## src/rtl/gpt_pkg.sv

```systemverilog
package gpt_pkg;
  typedef enum logic [1:0] {
    MODE_ONESHOT = 2'd0,
    MODE_REPEAT  = 2'd1,
    MODE_RSVD    = 2'd2,
    MODE_FREE    = 2'd3
  } gpt_mode_e;

  localparam logic [1:0] SLOT_CTRL = 2'd0;
  localparam logic [1:0] SLOT_CLK  = 2'd1;
  localparam logic [1:0] SLOT_CNT  = 2'd2;
  localparam logic [1:0] SLOT_CMP  = 2'd3;

  localparam logic [1:0] SLOT_MASK = 2'd0;
  localparam logic [1:0] SLOT_PEND = 2'd2;

  localparam int CTRL_EN_BIT   = 0;
  localparam int CTRL_CLR_BIT  = 1;
  localparam int CTRL_MODE_LSB = 4;
  localparam int CLK_SRC_BIT   = 4;
  localparam int DIV_W         = 4;
endpackage

```

## src/rtl/gpt_decode.sv

```systemverilog
module gpt_decode
  import gpt_pkg::*;
#(
  parameter int ADDR_W = 8,
  parameter int N_CH   = 4,
  localparam int IDX_W = ADDR_W - 4
) (
  input  logic              wr_en_i,
  input  logic [ADDR_W-1:0] addr_i,
  output logic [IDX_W-1:0]  page_o,
  output logic [1:0]        slot_o,
  output logic              wr_mask_o,
  output logic              wr_ack_o,
  output logic [N_CH-1:0]   wr_ctrl_o,
  output logic [N_CH-1:0]   wr_clk_o,
  output logic [N_CH-1:0]   wr_cmp_o
);
  assign page_o    = addr_i[ADDR_W-1:4];
  assign slot_o    = addr_i[3:2];
  assign wr_mask_o = wr_en_i && (page_o == '0) && (slot_o == SLOT_MASK);
  assign wr_ack_o  = wr_en_i && (page_o == '0) && (slot_o == SLOT_PEND);

  for (genvar c = 0; c < N_CH; c++) begin : g_sel
    logic page_hit;
    assign page_hit     = wr_en_i && (page_o == IDX_W'(c + 1));
    assign wr_ctrl_o[c] = page_hit && (slot_o == SLOT_CTRL);
    assign wr_clk_o[c]  = page_hit && (slot_o == SLOT_CLK);
    assign wr_cmp_o[c]  = page_hit && (slot_o == SLOT_CMP);
  end
endmodule

```

## src/rtl/gpt_prescale.sv

```systemverilog
module gpt_prescale
  import gpt_pkg::*;
(
  input  logic             clk,
  input  logic             rst_n,
  input  logic             run_i,
  input  logic             src_sel_i,
  input  logic [DIV_W-1:0] div_i,
  input  logic             tick_fast_i,
  input  logic             tick_slow_i,
  input  logic             restart_i,
  output logic             step_o
);
  logic phase_q, phase_d;
  logic src_tick, halve;

  assign src_tick = src_sel_i ? tick_slow_i : tick_fast_i;
  assign halve    = (div_i == DIV_W'(1));
  assign step_o   = run_i && src_tick && (!halve || phase_q);

  always_comb begin
    phase_d = phase_q;
    if (restart_i)                      phase_d = 1'b0;
    else if (run_i && src_tick && halve) phase_d = !phase_q;
  end

  always_ff @(posedge clk or negedge rst_n) begin
    if (!rst_n) phase_q <= 1'b0;
    else        phase_q <= phase_d;
  end
endmodule

```

## src/rtl/gpt_channel.sv

```systemverilog
module gpt_channel
  import gpt_pkg::*;
#(
  parameter int CNT_W  = 32,
  parameter int DATA_W = 32
) (
  input  logic              clk,
  input  logic              rst_n,
  input  logic              tick_fast_i,
  input  logic              tick_slow_i,
  input  logic              wr_ctrl_i,
  input  logic              wr_clk_i,
  input  logic              wr_cmp_i,
  input  logic [DATA_W-1:0] wdata_i,
  output logic              hit_o,
  output logic              en_o,
  output logic [1:0]        mode_o,
  output logic [CNT_W-1:0]  cnt_o,
  output logic [DATA_W-1:0] ctrl_rd_o,
  output logic [DATA_W-1:0] clk_rd_o,
  output logic [DATA_W-1:0] cnt_rd_o,
  output logic [DATA_W-1:0] cmp_rd_o
);
  logic             en_q, en_d;
  logic [1:0]       mode_q, mode_d;
  logic             src_q, src_d;
  logic [DIV_W-1:0] div_q, div_d;
  logic [CNT_W-1:0] cnt_q, cnt_d, cmp_q, cmp_d, cnt_inc;
  logic             step, clr_req;

  assign clr_req = wr_ctrl_i && wdata_i[CTRL_CLR_BIT];

  gpt_prescale u_pre (
    .clk        (clk),
    .rst_n      (rst_n),
    .run_i      (en_q),
    .src_sel_i  (src_q),
    .div_i      (div_q),
    .tick_fast_i(tick_fast_i),
    .tick_slow_i(tick_slow_i),
    .restart_i  (wr_clk_i || clr_req),
    .step_o     (step)
  );

  assign cnt_inc = cnt_q + 1'b1;
  assign hit_o   = step && (cnt_inc == cmp_q);

  always_comb begin
    en_d   = en_q;
    mode_d = mode_q;
    src_d  = src_q;
    div_d  = div_q;
    cmp_d  = cmp_q;
    cnt_d  = cnt_q;
    if (step) begin
      if (hit_o && (mode_q == MODE_REPEAT)) cnt_d = '0;
      else                                  cnt_d = cnt_inc;
    end
    if (hit_o && (mode_q == MODE_ONESHOT)) en_d = 1'b0;
    if (wr_ctrl_i) begin
      en_d   = wdata_i[CTRL_EN_BIT];
      mode_d = wdata_i[CTRL_MODE_LSB +: 2];
      if (clr_req) cnt_d = '0;
    end
    if (wr_clk_i) begin
      src_d = wdata_i[CLK_SRC_BIT];
      div_d = wdata_i[DIV_W-1:0];
    end
    if (wr_cmp_i) cmp_d = wdata_i[CNT_W-1:0];
  end

  always_ff @(posedge clk or negedge rst_n) begin
    if (!rst_n) begin
      en_q   <= 1'b0;
      mode_q <= 2'd0;
      src_q  <= 1'b0;
      div_q  <= '0;
      cnt_q  <= '0;
      cmp_q  <= '0;
    end else begin
      en_q   <= en_d;
      mode_q <= mode_d;
      src_q  <= src_d;
      div_q  <= div_d;
      cnt_q  <= cnt_d;
      cmp_q  <= cmp_d;
    end
  end

  assign en_o   = en_q;
  assign mode_o = mode_q;
  assign cnt_o  = cnt_q;

  always_comb begin
    ctrl_rd_o = '0;
    ctrl_rd_o[CTRL_EN_BIT] = en_q;
    ctrl_rd_o[CTRL_MODE_LSB +: 2] = mode_q;
    clk_rd_o = '0;
    clk_rd_o[CLK_SRC_BIT] = src_q;
    clk_rd_o[DIV_W-1:0] = div_q;
    cnt_rd_o = '0;
    cnt_rd_o[CNT_W-1:0] = cnt_q;
    cmp_rd_o = '0;
    cmp_rd_o[CNT_W-1:0] = cmp_q;
  end
endmodule

```

## src/rtl/gpt_bank.sv

```systemverilog
module gpt_bank
  import gpt_pkg::*;
#(
  parameter int N_CH   = 4,
  parameter int CNT_W  = 32,
  parameter int DATA_W = 32,
  parameter int ADDR_W = 8
) (
  input  logic              clk,
  input  logic              rst_n,
  input  logic              tick_fast_i,
  input  logic              tick_slow_i,
  input  logic              wr_en_i,
  input  logic [ADDR_W-1:0] addr_i,
  input  logic [DATA_W-1:0] wdata_i,
  output logic [DATA_W-1:0] rdata_o,
  output logic [N_CH-1:0]   irq_ch_o,
  output logic              irq_o
);
  localparam int IDX_W = ADDR_W - 4;

  logic [1:0] rst_sync_q;
  logic       rst_n_int;

  always_ff @(posedge clk or negedge rst_n) begin
    if (!rst_n) rst_sync_q <= 2'b00;
    else        rst_sync_q <= {rst_sync_q[0], 1'b1};
  end
  assign rst_n_int = rst_sync_q[1];

  logic [IDX_W-1:0] page;
  logic [1:0]       slot;
  logic             wr_mask, wr_ack;
  logic [N_CH-1:0]  wr_ctrl, wr_clk, wr_cmp;

  gpt_decode #(.ADDR_W(ADDR_W), .N_CH(N_CH)) u_dec (
    .wr_en_i  (wr_en_i),
    .addr_i   (addr_i),
    .page_o   (page),
    .slot_o   (slot),
    .wr_mask_o(wr_mask),
    .wr_ack_o (wr_ack),
    .wr_ctrl_o(wr_ctrl),
    .wr_clk_o (wr_clk),
    .wr_cmp_o (wr_cmp)
  );

  logic [N_CH-1:0]             hit_vec, en_vec;
  logic [N_CH-1:0][1:0]        mode_vec;
  logic [N_CH-1:0][CNT_W-1:0]  cnt_vec;
  logic [N_CH-1:0][DATA_W-1:0] ctrl_rd, clk_rd, cnt_rd, cmp_rd;

  for (genvar c = 0; c < N_CH; c++) begin : g_ch
    gpt_channel #(.CNT_W(CNT_W), .DATA_W(DATA_W)) u_ch (
      .clk        (clk),
      .rst_n      (rst_n_int),
      .tick_fast_i(tick_fast_i),
      .tick_slow_i(tick_slow_i),
      .wr_ctrl_i  (wr_ctrl[c]),
      .wr_clk_i   (wr_clk[c]),
      .wr_cmp_i   (wr_cmp[c]),
      .wdata_i    (wdata_i),
      .hit_o      (hit_vec[c]),
      .en_o       (en_vec[c]),
      .mode_o     (mode_vec[c]),
      .cnt_o      (cnt_vec[c]),
      .ctrl_rd_o  (ctrl_rd[c]),
      .clk_rd_o   (clk_rd[c]),
      .cnt_rd_o   (cnt_rd[c]),
      .cmp_rd_o   (cmp_rd[c])
    );
  end

  logic [N_CH-1:0] mask_q, mask_d, pend_q, pend_d, ack_bits;

  assign ack_bits = wr_ack ? wdata_i[N_CH-1:0] : '0;

  always_comb begin
    mask_d = wr_mask ? wdata_i[N_CH-1:0] : mask_q;
    pend_d = (pend_q & ~ack_bits) | hit_vec;
  end

  always_ff @(posedge clk or negedge rst_n_int) begin
    if (!rst_n_int) begin
      mask_q <= '0;
      pend_q <= '0;
    end else begin
      mask_q <= mask_d;
      pend_q <= pend_d;
    end
  end

  assign irq_ch_o = pend_q & mask_q;
  assign irq_o    = |irq_ch_o;

  always_comb begin
    rdata_o = '0;
    if (page == '0) begin
      if (slot == SLOT_MASK)      rdata_o[N_CH-1:0] = mask_q;
      else if (slot == SLOT_PEND) rdata_o[N_CH-1:0] = pend_q;
    end
    for (int c = 0; c < N_CH; c++) begin
      if (page == IDX_W'(c + 1)) begin
        case (slot)
          SLOT_CTRL: rdata_o = ctrl_rd[c];
          SLOT_CLK:  rdata_o = clk_rd[c];
          SLOT_CNT:  rdata_o = cnt_rd[c];
          default:   rdata_o = cmp_rd[c];
        endcase
      end
    end
  end
endmodule

```

## config.mk

```make
export PLATFORM = sky130hd
export DESIGN_NAME = gpt_bank
export DESIGN_NICKNAME = d
export VERILOG_FILES = /design/src/rtl/gpt_pkg.sv /design/src/rtl/gpt_decode.sv /design/src/rtl/gpt_prescale.sv /design/src/rtl/gpt_channel.sv /design/src/rtl/gpt_bank.sv
export SDC_FILE = /design/constraint.sdc
export NUM_CORES = 1
export LEC_CHECK = 0
export BUFFER_PORTS_ARGS = -buffer_cell sky130_fd_sc_hd__buf_2
export CORE_MARGIN = 4
export CORE_UTILIZATION = 40
export CTS_CLUSTER_DIAMETER = 50
export DETAILED_ROUTE_END_ITERATION = 10
export PLACE_DENSITY = 0.53
export REMOVE_ABC_BUFFERS = 1
export SETUP_SLACK_MARGIN = 0.2
export SLEW_MARGIN = 25
export SYNTH_ARGS = -nofsm -noshare
export SYNTH_HDL_FRONTEND = slang
export SYNTH_SLANG_ARGS = --single-unit
```

## constraint.sdc

```tcl
create_clock -name clk -period 27.3 [get_ports clk]
set_input_delay 4.095 -clock clk [delete_from_list [all_inputs] [get_ports clk]]
set_output_delay 4.095 -clock clk [all_outputs]
set_load 0.1 [all_outputs]
```

==> flow_summary.toml, run 1 <==
[grt]
grt_util_all_layers_pct = 24.9
grt_overflow = 0
antenna_found_initial = 1
grt_pass1_wl_um = 104000
grt_pass1_vias = 16800
grt_max_degree = 143

[floorplanning]
placementRows = 81
die_w_um = 232
start_util_pct = 40.8
die_y_um = 232
ios = 82
core-area_mm2 = 0.0494
dieArea_mm2 = 0.0540

[placed_design]
place_area_mm2 = 0.0210
numPortBuffers = 79
gp_congestion = 0.917
hpwlAfterDp_um = 49200
dp_slack_ns = 15.69

[clock_network]
postCtsResizedCells = 0
cts_setup_buffers = 0
clock-root-buffer = "clkbuf_16"
cts_tree = "built"
htree_levels = 2
postCtsHoldBufs = 0
cts_buffers = 48
clk-insertion-delay-late_ns = 0.59
clock_path_buffers = 3
clk_pin_slew_ns = 0.05
cts_sinks = 302

[cells_and_area]
finalNetCount = 2227
antenna_cells = 0
final_util_pct = 45.8
drive_gt1_share_pct = 20.6
num-fill-cells = 4794
syn2layout_area_growth_pct = 12.2
final_cell_area_mm2 = 0.0226

[logic_synthesis]
synth_top_area_share_pct = 37.5
syn_area_mm2 = 0.0201
synth_cell_types = 75
avgSynthCellArea_um2 = 9.20
ys_async_sr_fraction_pct = 100
yosysWarningCount = 0
synth_edf_count = 0
synth-seq-cells = 302
synth_ff_type = "dfrtp_1"
synth_area_leaders = "dfrtp_1 (38%), mux2_2 (12%), xnor2_1 (7.0%)"
synth_cells = 2189
ys_seq_area_share_pct = 37.5
yosysTopAreaCell = "dfrtp_1"

[sta]
tightest_slew_ns = 1.13
rsz0062_at_grt = "no"
slew_headroom_pct = 24.3
fin_crit_ns = 11.59
fin_tns_setup_ns = 0
hold_ws_ns = 0.267
fin_crit_sh_pct = 42.5
setup_viol = 0
fmaxAchievable_mhz = 86.3
setup_slack_ns = 15.71
fin_skew_ns = 0.0164
finalHoldViolations = 0
drv_slew = 0

[power_and_ir_drop]
power.density_mw_per_mm2 = 62.9
leakage_nw = 9.62
power_frac_seq_pct = 38.7
p_switching_mw = 0.451
p_comb_share_pct = 17.8
sw_frac_of_total_pct = 31.7
p_int_mw = 0.971
pwr-share-clk_pct = 43.5
ir_drop_mv = 0.0488

[drt]
drtPass1Iterations = 5
drc = 0
routed_wl_um = 68000
wl_per_cell_um = 23.6
routed_via_density = 5.91
vias = 17000
drt_iter0_markers = 1613
detail-route-antenna-nets = 0

[critical_path]
r2r_setup_slack_ns = 22.28
cp.required_ns = 23.20
r2r-start = "g_ch[3].u_ch.cnt_o[0]"
endpoint_kind = "output port"
critPathMaxFanout = 56
r2r_cells = 11
r2r_end = "g_ch[3].u_ch.cnt_o[31]"
critical_path_class = "input port to output port"
worstPathArrival_ns = 7.50
cp-start-kind = "input port"

[outcome]
status = "completed"

[worst_hold_path]
hp-class = "register to async pin"

[run]
cap_viol_max_count = 0
sequential cells by signal, summed over array words and instances (netlist names):
signal	cells
pend_q	4
g_ch.u_ch.div_q	16
g_ch.u_ch.cmp_rd_o	128
g_ch.u_ch.src_q	4
g_ch.u_ch.mode_o	8
g_ch.u_ch.cnt_o	128
mask_q	4
g_ch.u_ch.u_pre.phase_q	4
g_ch.u_ch.en_o	4
rst_sync_q	2
worst max-delay path by stage:
| stage | from | end | slack, ns | cells past startpoint |
|---|---|---|---|---|
| after CTS | addr_i[2] | rdata_o[25] | 15.71 | 8 |
| after floorplan | addr_i[5] | rdata_o[10] | 15.71 | 3 |
| after detailed placement | addr_i[2] | rdata_o[25] | 15.69 | 8 |
| after global placement | addr_i[2] | rdata_o[25] | 15.67 | 8 |
| after global routing | addr_i[2] | rdata_o[25] | 15.56 | 8 |
| final | addr_i[2] | rdata_o[25] | 15.71 | 8 |
cells by family (layout without fill, tap and decap cells):
kind of cell | count (synthesis) | in the layout | synth area share [%]
AOI/OAI and AO/OA | 316 | 316 | 9.87
xor gates and xnor gates | 265 | 265 | 11.5
adders and majority gates | 6 | 6 | 0.348
buffers and inverters | 193 | 222 | 3.87
DFF | 302 | 302 | 37.5
muxes | 296 | 296 | 16.6
other | 1 | 1 | 0.0186
and+or+nand+nor | 810 | 810 | 20.3
critical path, stage by stage:
cell	delay, ns
buf_6	0.33
buf_4	0.72
buf_4	0.77
mux2i_1	0.25
o22ai_1	0.29
nor2_1	0.12
o21ai_0	0.27
buf_2	0.48
stage by stage:
step                      power, mW  instances
after floorplan               0.717       2025
after global placement        0.804       2791
after detailed placement      0.808       2791
after CTS                      1.44       2881
after global routing           1.48       2882
final                          1.42       2882
placed cells by master, fill, tap and decap left out, types with 9 or more instances in the layout:
cell type,count
a21oi_1,70
a22oi_1,14
and2_1,21
and3_1,24
and4_1,19
buf_2,77
buf_4,22
clkbuf_16,49
clkinv_2,10
dfrtp_1,301
inv_1,29
inv_6,9
mux2_2,221
mux2i_1,67
nand2_1,159
nand3_1,104
nand4_1,56
nor2_1,217
nor2b_1,12
nor3_1,74
nor3b_1,10
nor4_1,29
nor4b_1,9
o21ai_0,94
o22ai_1,37
o31ai_1,20
or3_1,21
or4_1,12
xnor2_1,160
xor2_1,105
routing by layer:
metal  wire, um  share of wire, %  vias up  GRT usage (%)
met4       2220               3.3        0           8.72
met5          0                 0        -              0
li1           -                 -     7842              -
met1      30200                44     8541           34.4
met3       4230               6.2      126           3.44
met2      31400                46      536           40.2
power by group through the flow:
stage	logic, mW	registers, mW	clock network, mW
after global routing	0.276	0.557	0.652
after CTS	0.254	0.549	0.632
final	0.253	0.550	0.619
after global placement	0.250	0.554	0
after floorplan	0.172	0.545	0
after detailed placement	0.252	0.556	0
cell usage after synthesis (13+ instances only):
cell / number
xnor2_1: 160
inv_1: 29
nor4_1: 32
buf_2: 26
a21oi_1: 70
nor2_1: 220
o31ai_1: 21
or3_1: 21
and4_1: 19
o22ai_1: 37
a22oi_1: 14
and2_1: 21
nor3_1: 75
buf_1: 13
xor2_1: 105
dfrtp_1: 302
mux2_2: 221
nand4_1: 56
o21ai_0: 94
nand3_1: 104
mux2i_1: 67
and3_1: 24
nand2_1: 159
clkbuf_1: 122
cell type report:
cell class / instances / area (um^2) / area share [%]
clock inverter: 34 / 312 / 1.38
inverter: 29 / 109 / 0.481
multi-input combinational: 1694 / 11900 / 52.6
clock buffer: 56 / 1300 / 5.76
tap: 664 / 831 / 3.67
timing repair buffer: 103 / 613 / 2.71
sequential: 302 / 7560 / 33.4
(Power assumes the default switching activity.)
==> run 2: changes to the inputs <==
==> constraint.sdc (replaced) <==
create_clock -name clk -period 11.65 [get_ports clk]
set_input_delay 1.7475 -clock clk [delete_from_list [all_inputs] [get_ports clk]]
set_output_delay 1.7475 -clock clk [all_outputs]
set_load 0.1 [all_outputs]
==> flow_summary.toml, run 2 (synthesis gave the netlist of run 1 again) <==
[grt]
grt_pass1_wl_um = 104000
grt_max_degree = 76
grt_pass1_vias = 16600
grt_use_met1_pct = 35.0
antenna_found_initial = 6
grt_overflow = 0
use_met2_pct = 40.6
grt_util_met3_pct = 3.13
grt_util_all_layers_pct = 25.0
busiest_layer = "met2"

[placed_design]
numPortBuffers = 79
hpwlAfterDp_um = 49800
place_area_mm2 = 0.0210
gp_congestion = 0.929

[critical_path]
r2r_end = "g_ch[3].u_ch.cnt_o[25]"
critical_path_class = "input port to output port"
cp-start-kind = "input port"
r2r-start = "g_ch[3].u_ch.cnt_o[0]"
critPathMaxFanout = 23
r2r_cells = 11
r2r_setup_slack_ns = 6.59
endpoint_kind = "output port"
crit_path_end = "rdata_o[17]"
cp.required_ns = 9.90
critPathLaunch = "addr_i[7]"
worstPathArrival_ns = 4.95

[cells_and_area]
syn2layout_area_growth_pct = 12.1
final_common_cell = "dfrtp_1"
final_cell_area_mm2 = 0.0226
drive_gt1_share_pct = 20.2
finalNetCount = 2227
antenna_cells = 0
final_cell_mix = "dfrtp_1 (301), mux2_2 (221), nor2_1 (217), xnor2_1 (160), nand2_1 (159)"

[power_and_ir_drop]
power.density_mw_per_mm2 = 147
leakage_nw = 9.60
power_mw = 3.33
ir_drop_mv = 0.0946

[drt]
detail-route-antenna-nets = 0
vias = 17000
routed_via_density = 5.92
drtPass1Iterations = 5
drt_iter0_markers = 1445
routed_wl_um = 68500
drc = 0
wl_per_cell_um = 23.8

[clock_network]
clk-insertion-delay-late_ns = 0.57
clk_pin_slew_ns = 0.06
cts_buffers = 47
postCtsResizedCells = 0
htree_levels = 2
clock-root-buffer = "clkbuf_16"
cts_setup_buffers = 0
postCtsHoldBufs = 0
cts_sinks = 302
clock_path_buffers = 3
cts_tree = "built"

[floorplanning]
dieArea_mm2 = 0.0540
die_w_um = 232
core-area_mm2 = 0.0494
placementRows = 81
ios = 82
die_y_um = 232
start_util_pct = 40.8

[sta]
rsz0062_at_grt = "no"
fmaxAchievable_mhz = 149
fin_crit_ns = 6.70
fin_crit_sh_pct = 57.5
drv_slew = 0
tightest_slew_ns = 1.10
setup_viol = 0
finalHoldViolations = 0
hold_ws_ns = 0.288
fin_skew_ns = 0.0109
fin_tns_setup_ns = 0
slew_headroom_pct = 26.1

[worst_hold_path]
hp-class = "register to async pin"

[outcome]
status = "completed"

[run]
cap_viol_max_count = 0
[run 2: cell type report]
type / count / area [um^2]
well taps: 664 / 831
inverters: 29 / 109
fillers: 4796 / 26800
flip-flops and latches: 302 / 7560
clock inverters: 23 / 287
multi-input cells: 1694 / 11900
clock buffers: 59 / 1300
repair buffers: 104 / 619
[run 2: worst min-delay path by stage]
stage / slack, ns / depth (start not counted) / end
after floorplan: 0.33 / 0 / rst_sync_q[1]
after global placement: 0.31 / 0 / g_ch[1].u_ch.cmp_rd_o[25]
after detailed placement: 0.31 / 0 / g_ch[1].u_ch.cmp_rd_o[25]
after CTS: 0.31 / 0 / g_ch[1].u_ch.cnt_o[24]
after global routing: 0.34 / 0 / g_ch[1].u_ch.cnt_o[24]
final: 0.29 / 0 / g_ch[1].u_ch.cnt_o[24]
[run 2: through the flow]
stage | util (%) | setup slack, ns | std cells
after floorplan | - | 2.61 | 2025
after global placement | 42.5 | 4.94 | 2792
after detailed placement | 42.5 | 4.86 | 2793
after CTS | 45.8 | 4.87 | 2875
after global routing | 45.8 | 4.79 | 2875
final | 45.8 | 4.95 | 2875
[run 2: critical path: stages]
cell and delay [ns]:
buf_2 0.12, nor2_1 0.48, nand2_1 0.34, nor2_1 0.16, nand2_1 0.60, o22ai_1 0.50
nor2_1 0.16, o21ai_0 0.33, buf_2 0.49
[run 2: metal layers]
layer	vias to the layer above	part of all wire, %
li1	7836	-
met1	8532	45
met2	540	47
met3	122	5.4
met4	0	3.2
met5	-	0
[run 2: power by group]
group	internal, mW	leakage [nW]	switching (mW)	total [mW]
logic	0.256	4.77	0.336	0.592
registers	1.16	4.05	0.136	1.29
clock network	0.905	0.770	0.539	1.44
